[src/rtl/uart_rx_vote_pkg.sv]
package uart_rx_vote_pkg;

    typedef enum logic [1:0] {
        PAR_NONE = 2'd0,
        PAR_EVEN = 2'd1,
        PAR_ODD  = 2'd2,
        PAR_RSVD = 2'd3
    } par_mode_e;

    typedef enum logic [2:0] {
        ST_IDLE   = 3'd0,
        ST_START  = 3'd1,
        ST_DATA   = 3'd2,
        ST_PAR    = 3'd3,
        ST_STOP   = 3'd4,
        ST_WAITHI = 3'd5
    } rx_state_e;

    function automatic logic parity_on(input logic [1:0] mode);
        return (mode == PAR_EVEN) || (mode == PAR_ODD);
    endfunction

endpackage

[src/rtl/rx_sample_voter.sv]
module rx_sample_voter #(
    parameter int VOTES = 3
) (
    input  logic clk,
    input  logic rst_n,
    input  logic samp_en,
    input  logic clear,
    input  logic line,
    output logic vote
);
    localparam int NEED = VOTES / 2 + 1;

    logic [VOTES-1:0] smp_d, smp_q;

    always_comb begin
        smp_d = smp_q;
        if (clear) begin
            smp_d = '0;
        end else if (samp_en) begin
            smp_d = {smp_q[VOTES-2:0], line};
        end
    end

    always_ff @(posedge clk or negedge rst_n) begin
        if (!rst_n) smp_q <= '0;
        else        smp_q <= smp_d;
    end

    assign vote = ($countones(smp_q) >= NEED);

endmodule

[src/rtl/rx_framer.sv]
module rx_framer
    import uart_rx_vote_pkg::*;
#(
    parameter int OSR   = 16,
    parameter int VOTES = 3
) (
    input  logic       clk,
    input  logic       rst_n,
    input  logic       tick,
    input  logic       line,
    input  logic       cfg_len8,
    input  logic [1:0] cfg_parity,
    input  logic       vote,
    output logic       samp_en,
    output logic       vclr,
    output logic       fr_ld,
    output logic [7:0] fr_data,
    output logic       fr_par,
    output logic       fr_ferr
);
    localparam int CNT_W  = $clog2(OSR);
    localparam int SMP_LO = OSR / 2 - VOTES / 2;
    localparam int SMP_HI = OSR / 2 + VOTES / 2;
    localparam logic [CNT_W:0] LO_C  = (CNT_W + 1)'(SMP_LO);
    localparam logic [CNT_W:0] HI_C  = (CNT_W + 1)'(SMP_HI);
    localparam logic [CNT_W:0] END_C = (CNT_W + 1)'(OSR);

    typedef struct packed {
        rx_state_e        st;
        logic [CNT_W-1:0] cnt;
        logic [2:0]       idx;
        logic [7:0]       sh;
        logic             par;
        logic             ld;
        logic             ferr;
    } fr_s;

    fr_s r_d, r_q;
    logic [CNT_W:0] nxt;
    logic [2:0]     last_idx;

    always_comb begin
        r_d      = r_q;
        r_d.ld   = 1'b0;
        samp_en  = 1'b0;
        vclr     = 1'b0;
        nxt      = {1'b0, r_q.cnt} + 1'b1;
        last_idx = cfg_len8 ? 3'd7 : 3'd6;
        case (r_q.st)
            ST_IDLE: begin
                vclr = 1'b1;
                if (tick && !line) begin
                    r_d.st  = ST_START;
                    r_d.cnt = CNT_W'(1);
                    r_d.idx = '0;
                    r_d.sh  = '0;
                    r_d.par = 1'b0;
                end
            end
            ST_WAITHI: begin
                vclr = 1'b1;
                if (tick && line) r_d.st = ST_IDLE;
            end
            default: begin
                if (tick) begin
                    samp_en = (nxt >= LO_C) && (nxt <= HI_C);
                    if (nxt == END_C) begin
                        r_d.cnt = '0;
                        vclr    = 1'b1;
                        case (r_q.st)
                            ST_START: begin
                                r_d.st = vote ? ST_IDLE : ST_DATA;
                            end
                            ST_DATA: begin
                                r_d.sh[r_q.idx] = vote;
                                if (r_q.idx == last_idx) begin
                                    r_d.st = parity_on(cfg_parity) ? ST_PAR : ST_STOP;
                                end else begin
                                    r_d.idx = r_q.idx + 3'd1;
                                end
                            end
                            ST_PAR: begin
                                if (!cfg_len8) r_d.sh[7] = vote;
                                r_d.par = vote;
                                r_d.st  = ST_STOP;
                            end
                            default: begin
                                r_d.ld   = 1'b1;
                                r_d.ferr = !vote;
                                r_d.st   = vote ? ST_IDLE : ST_WAITHI;
                            end
                        endcase
                    end else begin
                        r_d.cnt = nxt[CNT_W-1:0];
                    end
                end
            end
        endcase
    end

    always_ff @(posedge clk or negedge rst_n) begin
        if (!rst_n) begin
            r_q <= '{st: ST_IDLE, default: '0};
        end else begin
            r_q <= r_d;
        end
    end

    assign fr_ld   = r_q.ld;
    assign fr_data = r_q.sh;
    assign fr_par  = r_q.par;
    assign fr_ferr = r_q.ferr;

    // the bit counter moves only on an oversampling enable
    a_r1_count_on_tick: assert property (@(posedge clk) disable iff (!rst_n)
        !tick |=> $stable(r_q.cnt));

    // a low line after a framing error never restarts a frame
    a_r9_hold_while_low: assert property (@(posedge clk) disable iff (!rst_n)
        (r_q.st == ST_WAITHI && !line) |=> (r_q.st != ST_START));

    // a frame is handed over only after the stop bit was in progress
    a_r10_load_after_stop: assert property (@(posedge clk) disable iff (!rst_n)
        fr_ld |-> ($past(r_q.st) == ST_STOP));

    // sampling and voter clearing never coincide
    a_r2_sample_vs_clear: assert property (@(posedge clk) disable iff (!rst_n)
        !(samp_en && vclr));

endmodule

[src/rtl/rx_holdbuf.sv]
module rx_holdbuf
    import uart_rx_vote_pkg::*;
(
    input  logic       clk,
    input  logic       rst_n,
    input  logic       ld,
    input  logic [7:0] in_data,
    input  logic       in_par,
    input  logic       in_ferr,
    input  logic       cfg_len8,
    input  logic [1:0] cfg_parity,
    output logic [7:0] rx_data,
    output logic       rx_parbit,
    output logic       rx_perr,
    output logic       rx_ferr,
    output logic       rx_valid
);
    typedef struct packed {
        logic       full;
        logic [7:0] bdata;
        logic       bpar;
        logic       bferr;
        logic [7:0] odata;
        logic       opar;
        logic       operr;
        logic       oferr;
        logic       oval;
    } hb_s;

    hb_s h_d, h_q;
    logic par_en;
    logic data_x;
    logic rx_pbit;

    always_comb begin
        h_d      = h_q;
        h_d.oval = 1'b0;
        par_en   = parity_on(cfg_parity);
        data_x   = cfg_len8 ? (^h_q.bdata) : (^h_q.bdata[6:0]);
        rx_pbit  = cfg_len8 ? h_q.bpar : h_q.bdata[7];
        if (h_q.full) begin
            h_d.full  = 1'b0;
            h_d.odata = h_q.bdata;
            h_d.opar  = par_en && cfg_len8 && h_q.bpar;
            h_d.operr = par_en && ((data_x ^ rx_pbit) != (cfg_parity == PAR_ODD));
            h_d.oferr = h_q.bferr;
            h_d.oval  = 1'b1;
        end
        if (ld) begin
            h_d.full  = 1'b1;
            h_d.bdata = in_data;
            h_d.bpar  = in_par;
            h_d.bferr = in_ferr;
        end
    end

    always_ff @(posedge clk or negedge rst_n) begin
        if (!rst_n) h_q <= '0;
        else        h_q <= h_d;
    end

    assign rx_data   = h_q.odata;
    assign rx_parbit = h_q.opar;
    assign rx_perr   = h_q.operr;
    assign rx_ferr   = h_q.oferr;
    assign rx_valid  = h_q.oval;

    // the strobe never lasts two cycles
    a_r10_single_strobe: assert property (@(posedge clk) disable iff (!rst_n)
        rx_valid |=> !rx_valid);

    // every load is followed by exactly one strobe
    a_r10_load_to_strobe: assert property (@(posedge clk) disable iff (!rst_n)
        ld |=> ##1 rx_valid);

    // no parity flags when parity is off
    a_r8_nopar_clean: assert property (@(posedge clk) disable iff (!rst_n)
        (rx_valid && !parity_on(cfg_parity)) |-> (!rx_perr && !rx_parbit));

    // seven-bit characters without parity have a clear top bit
    a_r8_len7_msb_zero: assert property (@(posedge clk) disable iff (!rst_n)
        (rx_valid && !cfg_len8 && !parity_on(cfg_parity)) |-> !rx_data[7]);

endmodule

[src/rtl/uart_rx_vote.sv]
module uart_rx_vote
    import uart_rx_vote_pkg::*;
#(
    parameter int OSR         = 16,
    parameter int VOTES       = 3,
    parameter int SYNC_STAGES = 2
) (
    input  logic       clk,
    input  logic       rst_n,
    input  logic       os_tick,
    input  logic       rxd_i,
    input  logic       cfg_len8,
    input  logic [1:0] cfg_parity,
    output logic [7:0] rx_data,
    output logic       rx_parbit,
    output logic       rx_perr,
    output logic       rx_ferr,
    output logic       rx_valid
);
    logic [SYNC_STAGES-1:0] sync_d, sync_q;
    logic       line;
    logic       vote, samp_en, vclr;
    logic       fr_ld, fr_par, fr_ferr;
    logic [7:0] fr_data;

    always_comb begin
        sync_d = {sync_q[SYNC_STAGES-2:0], rxd_i};
    end

    always_ff @(posedge clk or negedge rst_n) begin
        if (!rst_n) sync_q <= '1;
        else        sync_q <= sync_d;
    end

    assign line = sync_q[SYNC_STAGES-1];

    rx_sample_voter #(.VOTES(VOTES)) u_voter (
        .clk     (clk),
        .rst_n   (rst_n),
        .samp_en (samp_en),
        .clear   (vclr),
        .line    (line),
        .vote    (vote)
    );

    rx_framer #(.OSR(OSR), .VOTES(VOTES)) u_framer (
        .clk        (clk),
        .rst_n      (rst_n),
        .tick       (os_tick),
        .line       (line),
        .cfg_len8   (cfg_len8),
        .cfg_parity (cfg_parity),
        .vote       (vote),
        .samp_en    (samp_en),
        .vclr       (vclr),
        .fr_ld      (fr_ld),
        .fr_data    (fr_data),
        .fr_par     (fr_par),
        .fr_ferr    (fr_ferr)
    );

    rx_holdbuf u_hold (
        .clk        (clk),
        .rst_n      (rst_n),
        .ld         (fr_ld),
        .in_data    (fr_data),
        .in_par     (fr_par),
        .in_ferr    (fr_ferr),
        .cfg_len8   (cfg_len8),
        .cfg_parity (cfg_parity),
        .rx_data    (rx_data),
        .rx_parbit  (rx_parbit),
        .rx_perr    (rx_perr),
        .rx_ferr    (rx_ferr),
        .rx_valid   (rx_valid)
    );

endmodule

[config.mk]
export PLATFORM = sky130hd
export DESIGN_NAME = uart_rx_vote
export DESIGN_NICKNAME = d
export VERILOG_FILES = /design/src/rtl/uart_rx_vote_pkg.sv /design/src/rtl/rx_sample_voter.sv /design/src/rtl/rx_framer.sv /design/src/rtl/rx_holdbuf.sv /design/src/rtl/uart_rx_vote.sv
export SDC_FILE = /design/constraint.sdc
export NUM_CORES = 1
export LEC_CHECK = 0
export ABC_CLOCK_PERIOD_IN_PS = 1900
export BUFFER_PORTS_ARGS = -buffer_cell sky130_fd_sc_hd__buf_2
export CORE_MARGIN = 2
export CORE_UTILIZATION = 54
export CTS_CLUSTER_SIZE = 16
export DETAILED_ROUTE_END_ITERATION = 6
export PLACE_DENSITY_LB_ADDON = 0.25
export SLEW_MARGIN = 10
export SYNTH_ARGS = -nofsm -noshare
export SYNTH_HDL_FRONTEND = slang
export SYNTH_HIERARCHICAL = 1
export SYNTH_SLANG_ARGS = --single-unit
[constraint.sdc]
create_clock -name clk -period 1.9 [get_ports clk]
set_clock_uncertainty 0.05 [all_clocks]
set_input_delay 0.38 -clock clk [delete_from_list [all_inputs] [get_ports clk]]
set_output_delay 0.38 -clock clk [all_outputs]
set_load 0.005 [all_outputs]
==> results.cfg <==
[critical_path]
rr_worst_depth = 10
crit_path_start_kind = register
r2r_slack_ns = 0.11
path_class = reg2reg
r2r-start = u_framer/r_q[14]
crit_slowest_cell = dfrtp_1
r2r_end = u_voter/smp_q[1]
max_stage_delay_ns = 0.42
cp.arrival_ns = 1.92
crit_fanout = 4
required_ns = 2.04
crit_chain = inv_2 -> ha_4 -> inv_1 -> a21oi_1 -> nor3_1 -> o21ai_0 -> a21oi_1 -> buf_4 -> mux2i_1 -> nor2_1
path_common_cell = a21oi_1
crit_buf_inv = 3
crit_family = flip-flops
cp-end-kind = register

[sta]
period_share_pct = 94.0
timing.final.crit_period_ns = 1.79
maxSlewViolCount = 0
rsz0062_at_grt = false
slew_headroom_pct = 68.2
hold_violations = 0
worstMarginPinSlew_ns = 0.477
fmax_mhz = 560
hold_ws_ns = 0.120
setup_violations = 0
postLayoutSetupSlackWorst_ns = 0.113

[layout]
n_antenna_cell = 0
drive_gt1_share_pct = 31.4
layout_common_cells = 46 x dfrtp_1, 22 x o21ai_0, 21 x buf_4, 21 x mux2_2, 18 x buf_2
area_growth_pct = 10.4
mostFrequentLayoutCell = dfrtp_1
nNetsFinal = 289
nFillCells = 414

[synth]
ys_warn_count = 6
synth_top_family_by_area = compound AO/OA/AOI/OAI gates
synth_simple_gate_area_share_pct = 12.4
ys_types = 52
syn_inst = 256
synthArstFlopShare_pct = 100
ys_seq_area_share_pct = 45.8
synth_area_um2 = 2680
synth-compound-area-share_pct = 15.0
synth-xor-area-share_pct = 4.71
synthFlopType = dfrtp_1
synth-seq-cells = 49
synthesis.nets = 269
synth-adder-area-share_pct = 2.80
synth.area.top_cells = dfrtp_1 44%, mux2_2 8.8%, buf_4 4.8%
syn_area_per_cell_um2 = 10.5
synth-edff-count = 0
yosysTopAreaCell = dfrtp_1
muxShareOfSynthArea_pct = 11.1
synth_top_area_share_pct = 43.8

[worst_hold_path]
holdPathStages = 1
hold_class = in2reg
hold_path.startpoint = rxd_i
min_to = sync_q[0]

[place]
dp_hpwl_um = 3590
portBuffers = 18
dp_slack_ns = -0.0255
gp_congestion = 0.870

[clock_tree]
clk_pin_slew_ns = 0.09
root_buffer = clkbuf_8
cts_tree = built
cts_htree_levels = 2
cts_buffers = 5
clock_sinks = 49
insertion_delay_ns = 0.30
cts_buffer_depth = 2

[die]
die-area_um2 = 5550
fp.dieW_um = 74.5
core_area_um2 = 4750
initial_core_util_pct = 56.4
die_h_um = 74.5
io_pins = 19
row_count = 25

[outcome]
outcome = finished, final reports clean

[route]
drt_iter0_drc = 77
drt_pass1_iterations = 5
routed_via_density = 5.51
drc = 0
drtAntennaViolNets = 0
vias = 1895
drt-total-wl_um = 4800
drt-wirelength-per-cell_um = 13.9

[grt]
grt_pass1_wl_um = 8260
grt_antenna_before_repair = 0
grt_max_degree = 22
grt_pass1_vias = 1817
gr-total-overflow = 0
grt_use_total_pct = 19.5

[power]
power_mw = 2.95
leakagePower_nw = 1.43
power_density_nw_per_um2 = 995
ir_drop_mv = 0.600

[run]
max-cap-violations = 0
-- per-layer routing --
metal	vias up	track usage, %	wire (um)
met3	4	4.20	177
met4	0	5.36	39
met5	-	0	0
met2	42	33.9	2360
li1	925	-	-
met1	924	24.5	2220
-- synthesized netlist by cell type, types with 2 or more instances --
cell	instances
nor2b_1	4
a31oi_1	6
nand2_1	15
mux2_2	21
a21o_1	2
o22ai_1	3
buf_2	5
o21ai_1	4
clkbuf_1	4
a22o_1	3
mux2i_1	4
xor2_1	4
xnor2_1	6
nand3_1	3
dfrtp_1	47
dfstp_2	2
and2_1	2
o31ai_1	2
ha_1	6
buf_4	17
nand2b_1	4
nor3b_1	2
nor3_1	3
nor2_1	17
a21oi_1	8
nand4_1	3
o21ai_0	23
inv_1	11
mux2_1	2
-- metrics by stage --
stage	setup TNS (ns)	util, %	instance area, um2	instances
detailed placement	-0.0275	59.0	2810	331
CTS	0	61.7	2940	342
finish	0	62.3	2960	344
global placement	0	59.0	2810	331
global route	0	62.3	2960	344
floorplan	0	-	2680	256
-- worst reg2reg max path, stage by stage, from the launching register on --
cell,delay [ns]
dfrtp_1,0.42
inv_2,0.11
ha_4,0.21
inv_1,0.06
a21oi_1,0.07
nor3_1,0.13
o21ai_0,0.10
a21oi_1,0.13
buf_4,0.15
mux2i_1,0.19
nor2_1,0.06
-- cells by family (layout without fill, tap and decap cells) --
group                    after synthesis  count (layout)
XOR/XNOR                              12              12
adder cells (fa/ha/maj)                6               6
flip-flops                            49              49
multiplexers                          27              27
buffers and inverters                 38              59
AO/OA/AOI/OAI                         61              61
AND/OR/NAND/NOR                       63              63
-- report_power, final --
group / internal (mW) / switching [mW]
registers: 1.12 / 0.0915
logic: 0.511 / 0.612
clock network: 0.261 / 0.350
total: 1.89 / 1.05
-- registers in the layout (all words and copies together) (netlist names) --
signal,count
u_hold/h_q,11
u_framer/r_q,10
u_framer/fr_data,8
u_hold/rx_data,8
u_voter/smp_q,3
sync_q,2
u_framer/fr_ferr,1
u_framer/fr_ld,1
u_framer/fr_par,1
u_hold/rx_ferr,1
u_hold/rx_parbit,1
u_hold/rx_perr,1
u_hold/rx_valid,1
-- how the worst max path moves through the flow --
stage                     startpoint  slack, ns               end  depth (start not counted)
global route        u_framer/r_q[14]     0.0009  u_voter/smp_q[1]                         10
detailed placement  u_framer/r_q[14]      -0.03  u_voter/smp_q[1]                         10
finish              u_framer/r_q[14]       0.11  u_voter/smp_q[1]                         10
CTS                 u_framer/r_q[14]      0.006  u_voter/smp_q[1]                          8
global placement    u_framer/r_q[14]       0.10  u_voter/smp_q[1]                         10
floorplan           u_framer/r_q[14]       0.04  u_voter/smp_q[0]                          9
-- repair_timing --
| action | 4_1_cts | 5_1_grt |
|---|---|---|
| pin swaps | 0 | 1 |
| resized for setup | 2 | 6 |
| setup endpoints to repair | 3 | 12 |
| buffers inserted | 2 | 2 |
| hold buffers | 1 | 0 |
| gates cloned | 0 | 0 |
| hold endpoints to repair | 19 | 0 |
-- cell type report --
type | count | area [um2] | area share, %
sequential | 49 | 1230 | 41.5
clock inverter | 3 | 21.3 | 0.718
clock buffer | 5 | 68.8 | 2.32
tap | 67 | 83.8 | 2.83
multi-input combinational | 169 | 1260 | 42.5
inverter | 11 | 41.3 | 1.39
timing repair buffer | 40 | 258 | 8.70
No activity file was read; power rests on OpenSTA's default activity.
